--- src/rtl/pwmb_pkg.sv ---
// Shared constants and types for the PWM bank.
// Assumes a byte-addressed window with one 32-byte block per channel.
package pwmb_pkg;
    localparam logic [4:0] OFF_CTRL = 5'h00;
    localparam logic [4:0] OFF_PER  = 5'h08;
    localparam logic [4:0] OFF_DUTY = 5'h0C;

    localparam int BIT_RUN  = 0;
    localparam int BIT_UPD  = 2;
    localparam int BIT_CONT = 5;
    localparam int BIT_LVL  = 8;

    typedef struct packed {
        logic run;
        logic cont;
        logic lvl;
    } ctrl_t;
endpackage

--- src/rtl/pwmb_chan_regs.sv ---
// Per-channel register file: control bits and the shadow period and
// first-phase counts. Assumes the top has already decoded the address.
// The update request leaves as a single-cycle strobe.
module pwmb_chan_regs
    import pwmb_pkg::*;
#(
    parameter int DW = 32
) (
    input  logic          clk,
    input  logic          rst_n,
    input  logic          wr_ctrl_i,
    input  logic          wr_per_i,
    input  logic          wr_duty_i,
    input  logic [DW-1:0] wdata_i,
    output ctrl_t         ctrl_o,
    output logic [DW-1:0] sh_per_o,
    output logic [DW-1:0] sh_duty_o,
    output logic          commit_o
);
    ctrl_t         ctrl_q;
    logic [DW-1:0] per_q, duty_q;

    // Hold the control bits and shadow counts written by software.
    always_ff @(posedge clk) begin
        if (!rst_n) begin
            ctrl_q <= '0;
            per_q  <= '0;
            duty_q <= '0;
        end else begin
            if (wr_ctrl_i)
                ctrl_q <= '{run:  wdata_i[BIT_RUN],
                            cont: wdata_i[BIT_CONT],
                            lvl:  wdata_i[BIT_LVL]};
            if (wr_per_i)  per_q  <= wdata_i;
            if (wr_duty_i) duty_q <= wdata_i;
        end
    end

    // The update bit is never stored; it only raises a strobe.
    assign commit_o  = wr_ctrl_i & wdata_i[BIT_UPD];
    assign ctrl_o    = ctrl_q;
    assign sh_per_o  = per_q;
    assign sh_duty_o = duty_q;
endmodule

--- src/rtl/pwmb_chan_core.sv ---
// Per-channel waveform engine: active period/first-phase registers, the
// cycle counter and the output level. Assumes run_i and lvl_i come straight
// from registers. While stopped, the active values follow the shadow values,
// so a start begins with them already in use.
module pwmb_chan_core #(
    parameter int DW = 32
) (
    input  logic          clk,
    input  logic          rst_n,
    input  logic          run_i,
    input  logic          lvl_i,
    input  logic [DW-1:0] sh_per_i,
    input  logic [DW-1:0] sh_duty_i,
    input  logic          commit_i,
    output logic          pwm_o
);
    logic [DW-1:0] cnt_q, act_per_q, act_duty_q;
    logic          pend_q;
    logic [DW-1:0] per_m1;
    logic          last;

    // Index of the final cycle in a period; a zero period acts as one cycle.
    assign per_m1 = (act_per_q == '0) ? '0 : act_per_q - 1'b1;
    assign last   = (cnt_q >= per_m1);

    // Advance the counter and move shadow values in at the period boundary.
    always_ff @(posedge clk) begin
        if (!rst_n) begin
            cnt_q      <= '0;
            act_per_q  <= '0;
            act_duty_q <= '0;
            pend_q     <= 1'b0;
        end else if (!run_i) begin
            cnt_q      <= '0;
            act_per_q  <= sh_per_i;
            act_duty_q <= sh_duty_i;
            pend_q     <= 1'b0;
        end else if (last) begin
            cnt_q  <= '0;
            pend_q <= commit_i;
            if (pend_q) begin
                act_per_q  <= sh_per_i;
                act_duty_q <= sh_duty_i;
            end
        end else begin
            cnt_q  <= cnt_q + 1'b1;
            pend_q <= pend_q | commit_i;
        end
    end

    // First phase drives lvl_i, the remainder its inverse; stopped drives low.
    assign pwm_o = run_i & ((cnt_q < act_duty_q) ? lvl_i : ~lvl_i);


    cnt_in_period_chk: assert property (@(posedge clk) disable iff (!rst_n)
        run_i |-> cnt_q <= per_m1);

    mid_period_stable_chk: assert property (@(posedge clk) disable iff (!rst_n)
        (run_i && cnt_q != '0) |-> ($stable(act_per_q) && $stable(act_duty_q)));

    zero_period_chk: assert property (@(posedge clk) disable iff (!rst_n)
        (run_i && act_per_q == '0) |-> cnt_q == '0);

    zero_duty_chk: assert property (@(posedge clk) disable iff (!rst_n)
        (run_i && act_duty_q == '0) |-> pwm_o == ~lvl_i);
endmodule

--- src/rtl/pwm_bank.sv ---
// Top of the PWM bank. Decodes the register bus, instantiates one register
// file and one waveform engine per channel, and returns read data one cycle
// after each read request. Assumes accesses are whole 32-bit words.
module pwm_bank
    import pwmb_pkg::*;
#(
    parameter int          NCH    = 6,
    parameter int          DW     = 32,
    parameter int          AW     = 8,
    parameter logic [7:0]  WINDOW = 8'hB0
) (
    input  logic           clk,
    input  logic           rst_n,
    input  logic           bus_valid,
    input  logic           bus_write,
    input  logic [AW-1:0]  bus_addr,
    input  logic [DW-1:0]  bus_wdata,
    output logic           bus_ready,
    output logic           rd_valid,
    output logic [DW-1:0]  rd_data,
    output logic [NCH-1:0] pwm_out
);
    localparam int SLOT_LG = 5;
    localparam int IDX_W   = AW - SLOT_LG;

    logic [IDX_W-1:0]   chan_idx;
    logic [SLOT_LG-1:0] offs;
    logic               in_win;

    ctrl_t         ctrl_a  [NCH];
    logic [DW-1:0] sh_per_a [NCH];
    logic [DW-1:0] sh_dut_a [NCH];

    logic          rd_valid_q;
    logic [DW-1:0] rd_data_q, rd_next;

    assign chan_idx  = bus_addr[AW-1:SLOT_LG];
    assign offs      = bus_addr[SLOT_LG-1:0];
    assign in_win    = ({{(8 > AW ? 8 - AW : 0){1'b0}}, bus_addr} < WINDOW);
    assign bus_ready = 1'b1;

    for (genvar g = 0; g < NCH; g++) begin : g_chan
        logic hit_w, commit;
        assign hit_w = bus_valid && bus_write && in_win && (int'(chan_idx) == g);

        pwmb_chan_regs #(.DW(DW)) regs_i (
            .clk       (clk),
            .rst_n     (rst_n),
            .wr_ctrl_i (hit_w && offs == OFF_CTRL),
            .wr_per_i  (hit_w && offs == OFF_PER),
            .wr_duty_i (hit_w && offs == OFF_DUTY),
            .wdata_i   (bus_wdata),
            .ctrl_o    (ctrl_a[g]),
            .sh_per_o  (sh_per_a[g]),
            .sh_duty_o (sh_dut_a[g]),
            .commit_o  (commit)
        );

        pwmb_chan_core #(.DW(DW)) core_i (
            .clk       (clk),
            .rst_n     (rst_n),
            .run_i     (ctrl_a[g].run & ctrl_a[g].cont),
            .lvl_i     (ctrl_a[g].lvl),
            .sh_per_i  (sh_per_a[g]),
            .sh_duty_i (sh_dut_a[g]),
            .commit_i  (commit),
            .pwm_o     (pwm_out[g])
        );
    end

    // Select read data for the addressed register, zero when unmapped.
    always_comb begin
        rd_next = '0;
        for (int i = 0; i < NCH; i++) begin
            if (in_win && int'(chan_idx) == i) begin
                if (offs == OFF_CTRL) begin
                    rd_next[BIT_RUN]  = ctrl_a[i].run;
                    rd_next[BIT_CONT] = ctrl_a[i].cont;
                    rd_next[BIT_LVL]  = ctrl_a[i].lvl;
                end else if (offs == OFF_PER) begin
                    rd_next = sh_per_a[i];
                end else if (offs == OFF_DUTY) begin
                    rd_next = sh_dut_a[i];
                end
            end
        end
    end

    // Register the read response one cycle after the request.
    always_ff @(posedge clk) begin
        if (!rst_n) begin
            rd_valid_q <= 1'b0;
            rd_data_q  <= '0;
        end else begin
            rd_valid_q <= bus_valid & ~bus_write;
            rd_data_q  <= (bus_valid & ~bus_write) ? rd_next : '0;
        end
    end

    assign rd_valid = rd_valid_q;
    assign rd_data  = rd_data_q;


    read_latency_chk: assert property (@(posedge clk) disable iff (!rst_n)
        (bus_valid && !bus_write) |=> rd_valid);

    no_spurious_rd_chk: assert property (@(posedge clk) disable iff (!rst_n)
        !(bus_valid && !bus_write) |=> !rd_valid);
endmodule

--- config.mk ---
export PLATFORM = sky130hd
export DESIGN_NAME = pwm_bank
export DESIGN_NICKNAME = d
export VERILOG_FILES = /design/src/rtl/pwmb_pkg.sv /design/src/rtl/pwmb_chan_regs.sv /design/src/rtl/pwmb_chan_core.sv /design/src/rtl/pwm_bank.sv
export SDC_FILE = /design/constraint.sdc
export NUM_CORES = 2
export LEC_CHECK = 0
export ABC_CLOCK_PERIOD_IN_PS = 13600
export BUFFER_PORTS_ARGS = -buffer_cell sky130_fd_sc_hd__buf_2
export CORE_MARGIN = 8
export CORE_UTILIZATION = 50
export DETAILED_ROUTE_END_ITERATION = 6
export GPL_TIMING_DRIVEN = 1
export HOLD_SLACK_MARGIN = 0.15
export PLACE_DENSITY = 0.71
export SLEW_MARGIN = 30
export SYNTH_ARGS = -nofsm -noshare
export SYNTH_HDL_FRONTEND = slang
export SYNTH_SLANG_ARGS = --single-unit
export TNS_END_PERCENT = 30
--- constraint.sdc ---
create_clock -name clk -period 13.6 [get_ports clk]
set_input_delay 2.72 -clock clk [delete_from_list [all_inputs] [get_ports clk]]
set_output_delay 2.72 -clock clk [all_outputs]
set_load 0.03 [all_outputs]
==> impl_metrics.env <==
export IMPL_ys_types=87
export IMPL_clockBufferDepth=3
export IMPL_finalCritPeriodShare_pct=47.1
export IMPL_clockRootBuffer="clkbuf_16"
export IMPL_portBuffers=82
export IMPL_overflow=0
export IMPL_path_clk_slew_ps=60
export IMPL_die_area_um2=119000
export IMPL_yosys_most_used_dff="dfxtp_1"
export IMPL_worstHoldPathType="flop to flop"
export IMPL_wl_um=181000
export IMPL_syn_area_per_cell_um2=7.93
export IMPL_placed_area_um2=54900
export IMPL_synth_edf_count=0
export IMPL_synth_net_count=7230
export IMPL_max_slew_margin_rel_pct=30.6
export IMPL_fin_nets=7022
export IMPL_critPathBufInv=1
export IMPL_dp_cells=7883
export IMPL_ys_seq_elements=1017
export IMPL_first_iter_violations=6142
export IMPL_coreArea_um2=107000
export IMPL_fin_tns_setup_ps=0
export IMPL_vias=49100
export IMPL_fmax_mhz=156
export IMPL_die_height_um=344
export IMPL_finalSetupViolCount=0
export IMPL_cts_sinks=1017
export IMPL_rows=120
export IMPL_dp_worst_setup_slack_ps=7920
export IMPL_die_w_um=344
export IMPL_gp_congestion=1.03
export IMPL_grt_usage_pct=29.5
export IMPL_cp_arrival_ps=3690
export IMPL_antenna_found_initial=8
export IMPL_slowest_delay_ps=600
export IMPL_avgViaCountPerCell=6.07
export IMPL_ant_nets=0
export IMPL_tritoncts="yes"
export IMPL_startpoint_type="flop"
export IMPL_peakVddDrop_mv=0.103
export IMPL_cp_max_fo=6
export IMPL_ys_seq_area_share_pct=37.8
export IMPL_cp_slowest_cell="a2111oi_0"
export IMPL_grt_pass1_wl_um=274000
export IMPL_critPathRequiredTime_ps=10880
export IMPL_post_cts_buffers=0
export IMPL_finalMaxSlewViolations=0
export IMPL_rsz0062_at_grt="false"
export IMPL_layout_drive_gt1_share_pct=6.05
export IMPL_netlist_area_um2=53900
export IMPL_p_leak_nw=21.4
export IMPL_critPathTopFamily="compound AO/OA/AOI/OAI gates"
export IMPL_status="finished clean"
export IMPL_period_needed_ps=6410
export IMPL_crit_chain="ha_1 > o21a_1 > o2111ai_1 > and2_1 > o21ai_0 > o2111ai_1 > a2111oi_0 > nor3_1 > nor3_1 > buf_2"
export IMPL_clk_latency_ps=710
export IMPL_drc=0
export IMPL_hold_viol_final=0
export IMPL_area_growth_pct=9.13
export IMPL_design_area_um2=58800
export IMPL_cap_violations=0
export IMPL_postCtsHoldBufs=0
export IMPL_nFillCells=9936
export IMPL_grt_max_degree=180
export IMPL_hold_slack_ps=456
export IMPL_yosys_warnings=0
export IMPL_powerDensity_nw_per_um2=110
export IMPL_initial_core_util_pct=50.3
export IMPL_hpwl_um=130000
export IMPL_grt_pass1_vias=45500
export IMPL_tightest_slew_ps=1030
export IMPL_skew_ps=34.8
export IMPL_final_cells=8087
export IMPL_ctsResizeCount=0
export IMPL_r2r_slack_ps=7810
export IMPL_cts_inserted_buffers=106
export IMPL_async_flop_share_pct=0
export IMPL_wl_per_cell_um=22.4
export IMPL_critical_path_class="flop to output port"
export IMPL_pin_count=84
export IMPL_dr_pass1_iters=6
export IMPL_end_kind="output port"
export IMPL_fin_ws_ps=7190
export IMPL_syn_inst=6796
export IMPL_cts_max_level=3
-- area by class of cell --
type | instances | area (µm²) | share of cell area (%)
well taps | 1403 | 1760 | 2.99
diodes | 5 | 12.5 | 0.0213
inverters | 240 | 908 | 1.54
clock buffers | 137 | 2960 | 5.03
clock inverters | 62 | 935 | 1.59
multi-input cells | 5086 | 31000 | 52.7
flip-flops and latches | 1017 | 20400 | 34.6
repair buffers | 137 | 878 | 1.49
-- metrics by stage --
step	utilization [%]	total power, mW
2_1_floorplan	-	3.22
3_3_place_gp	51.2	3.30
3_5_place_dp	51.3	3.30
4_1_cts	54.9	6.49
5_1_grt	54.9	6.63
6_report	54.9	6.48
-- placed cells by master (no fill, tap or decap), types with 106 or more instances in the layout --
master / count
o21ai_0: 220
xor2_1: 211
dfxtp_1: 1017
o31ai_1: 140
nor2_1: 442
inv_1: 239
nand4_1: 154
xnor2_1: 108
nand3_1: 430
mux2i_1: 216
nand2_1: 1394
clkbuf_16: 106
ha_1: 390
a21oi_1: 529
-- per-layer routing --
layer | up-vias | wire, µm | GRT usage [%]
met5 | - | 41 | 0
met4 | 6 | 10800 | 14.9
met3 | 524 | 19000 | 7.61
met2 | 2202 | 79900 | 46.1
met1 | 23100 | 71700 | 37.7
li1 | 23200 | - | -
-- power by group --
| part | internal (mW) | switching [mW] |
|---|---|---|
| logic | 0.0625 | 0.202 |
| clock network | 1.92 | 1.31 |
| registers | 2.98 | 0.00152 |
| total | 4.97 | 1.51 |
-- kinds of logic (layout without fill, tap and decap cells) --
| group | after synthesis | in the layout | synth area share (%) |
|---|---|---|---|
| AOI/OAI and AO/OA | 1248 | 1248 | 14.3 |
| xor gates and xnor gates | 319 | 319 | 5.19 |
| adders and majority gates | 390 | 390 | 9.06 |
| buffers and inverters | 693 | 576 | 4.98 |
| DFF | 1017 | 1017 | 37.8 |
| muxes | 223 | 223 | 4.20 |
| other | 1 | 6 | 0.00696 |
| and+or+nand+nor | 2905 | 2905 | 24.5 |
-- sequential cells by signal, indices dropped and copies added, names as in the netlist --
signal / cells
g_chan.regs_i.sh_per_o: 192
rd_data: 32
g_chan.regs_i.ctrl_o: 18
g_chan.core_i.cnt_q: 192
rd_valid: 1
g_chan.core_i.act_duty_q: 192
g_chan.core_i.act_per_q: 192
g_chan.regs_i.sh_duty_o: 192
g_chan.core_i.pend_q: 6
-- worst reg2reg max path: cells and delay by family (launching register included) --
family                   cells  cell delay, ps
AND/OR/NAND/NOR              9            2160
buffers and inverters        4            1480
AO/OA/AOI/OAI                6            1410
flip-flops                   1             370
adder cells (fa/ha/maj)      2             310
-- path summary, 6_finish.rpt --
kind	start	end	depth (start not counted)
worst max-delay path	g_chan[0].core_i.cnt_q[7]$_SDFF_PP0_	pwm_out[0]	10
worst min-delay path	g_chan[1].regs_i.sh_per_o[5]$_SDFFE_PN0P_	g_chan[1].regs_i.sh_per_o[5]$_SDFFE_PN0P_	2
worst max register to register	g_chan[0].core_i.act_per_q[0]$_SDFFE_PN0P_	g_chan[0].core_i.act_duty_q[0]$_SDFFE_PN0P_	21
worst min register to register	g_chan[1].regs_i.sh_per_o[5]$_SDFFE_PN0P_	g_chan[1].regs_i.sh_per_o[5]$_SDFFE_PN0P_	2
-- cells in the mapped netlist, types with 28 or more instances --
cell,number,area share [%]
a21o_1,61,0.85
nor2_1,456,3.2
nand3_1,431,4.0
o31ai_1,142,2.0
nand4_1,154,1.8
buf_1,47,0.33
a32oi_1,64,1.0
dfxtp_1,1017,38
nor4_1,35,0.41
nor3_1,74,0.69
o21ai_0,220,2.0
o221ai_1,28,0.46
mux2i_1,216,4.0
nand2_1,1403,9.8
a21oi_1,530,4.9
a211oi_1,49,0.68
xnor2_1,108,1.8
inv_1,239,1.7
nand2b_1,90,1.0
a221oi_1,37,0.60
clkbuf_1,376,2.6
and3_1,96,1.1
xor2_1,211,3.4
ha_1,390,9.1
No activity file was read; power rests on OpenSTA's default activity.
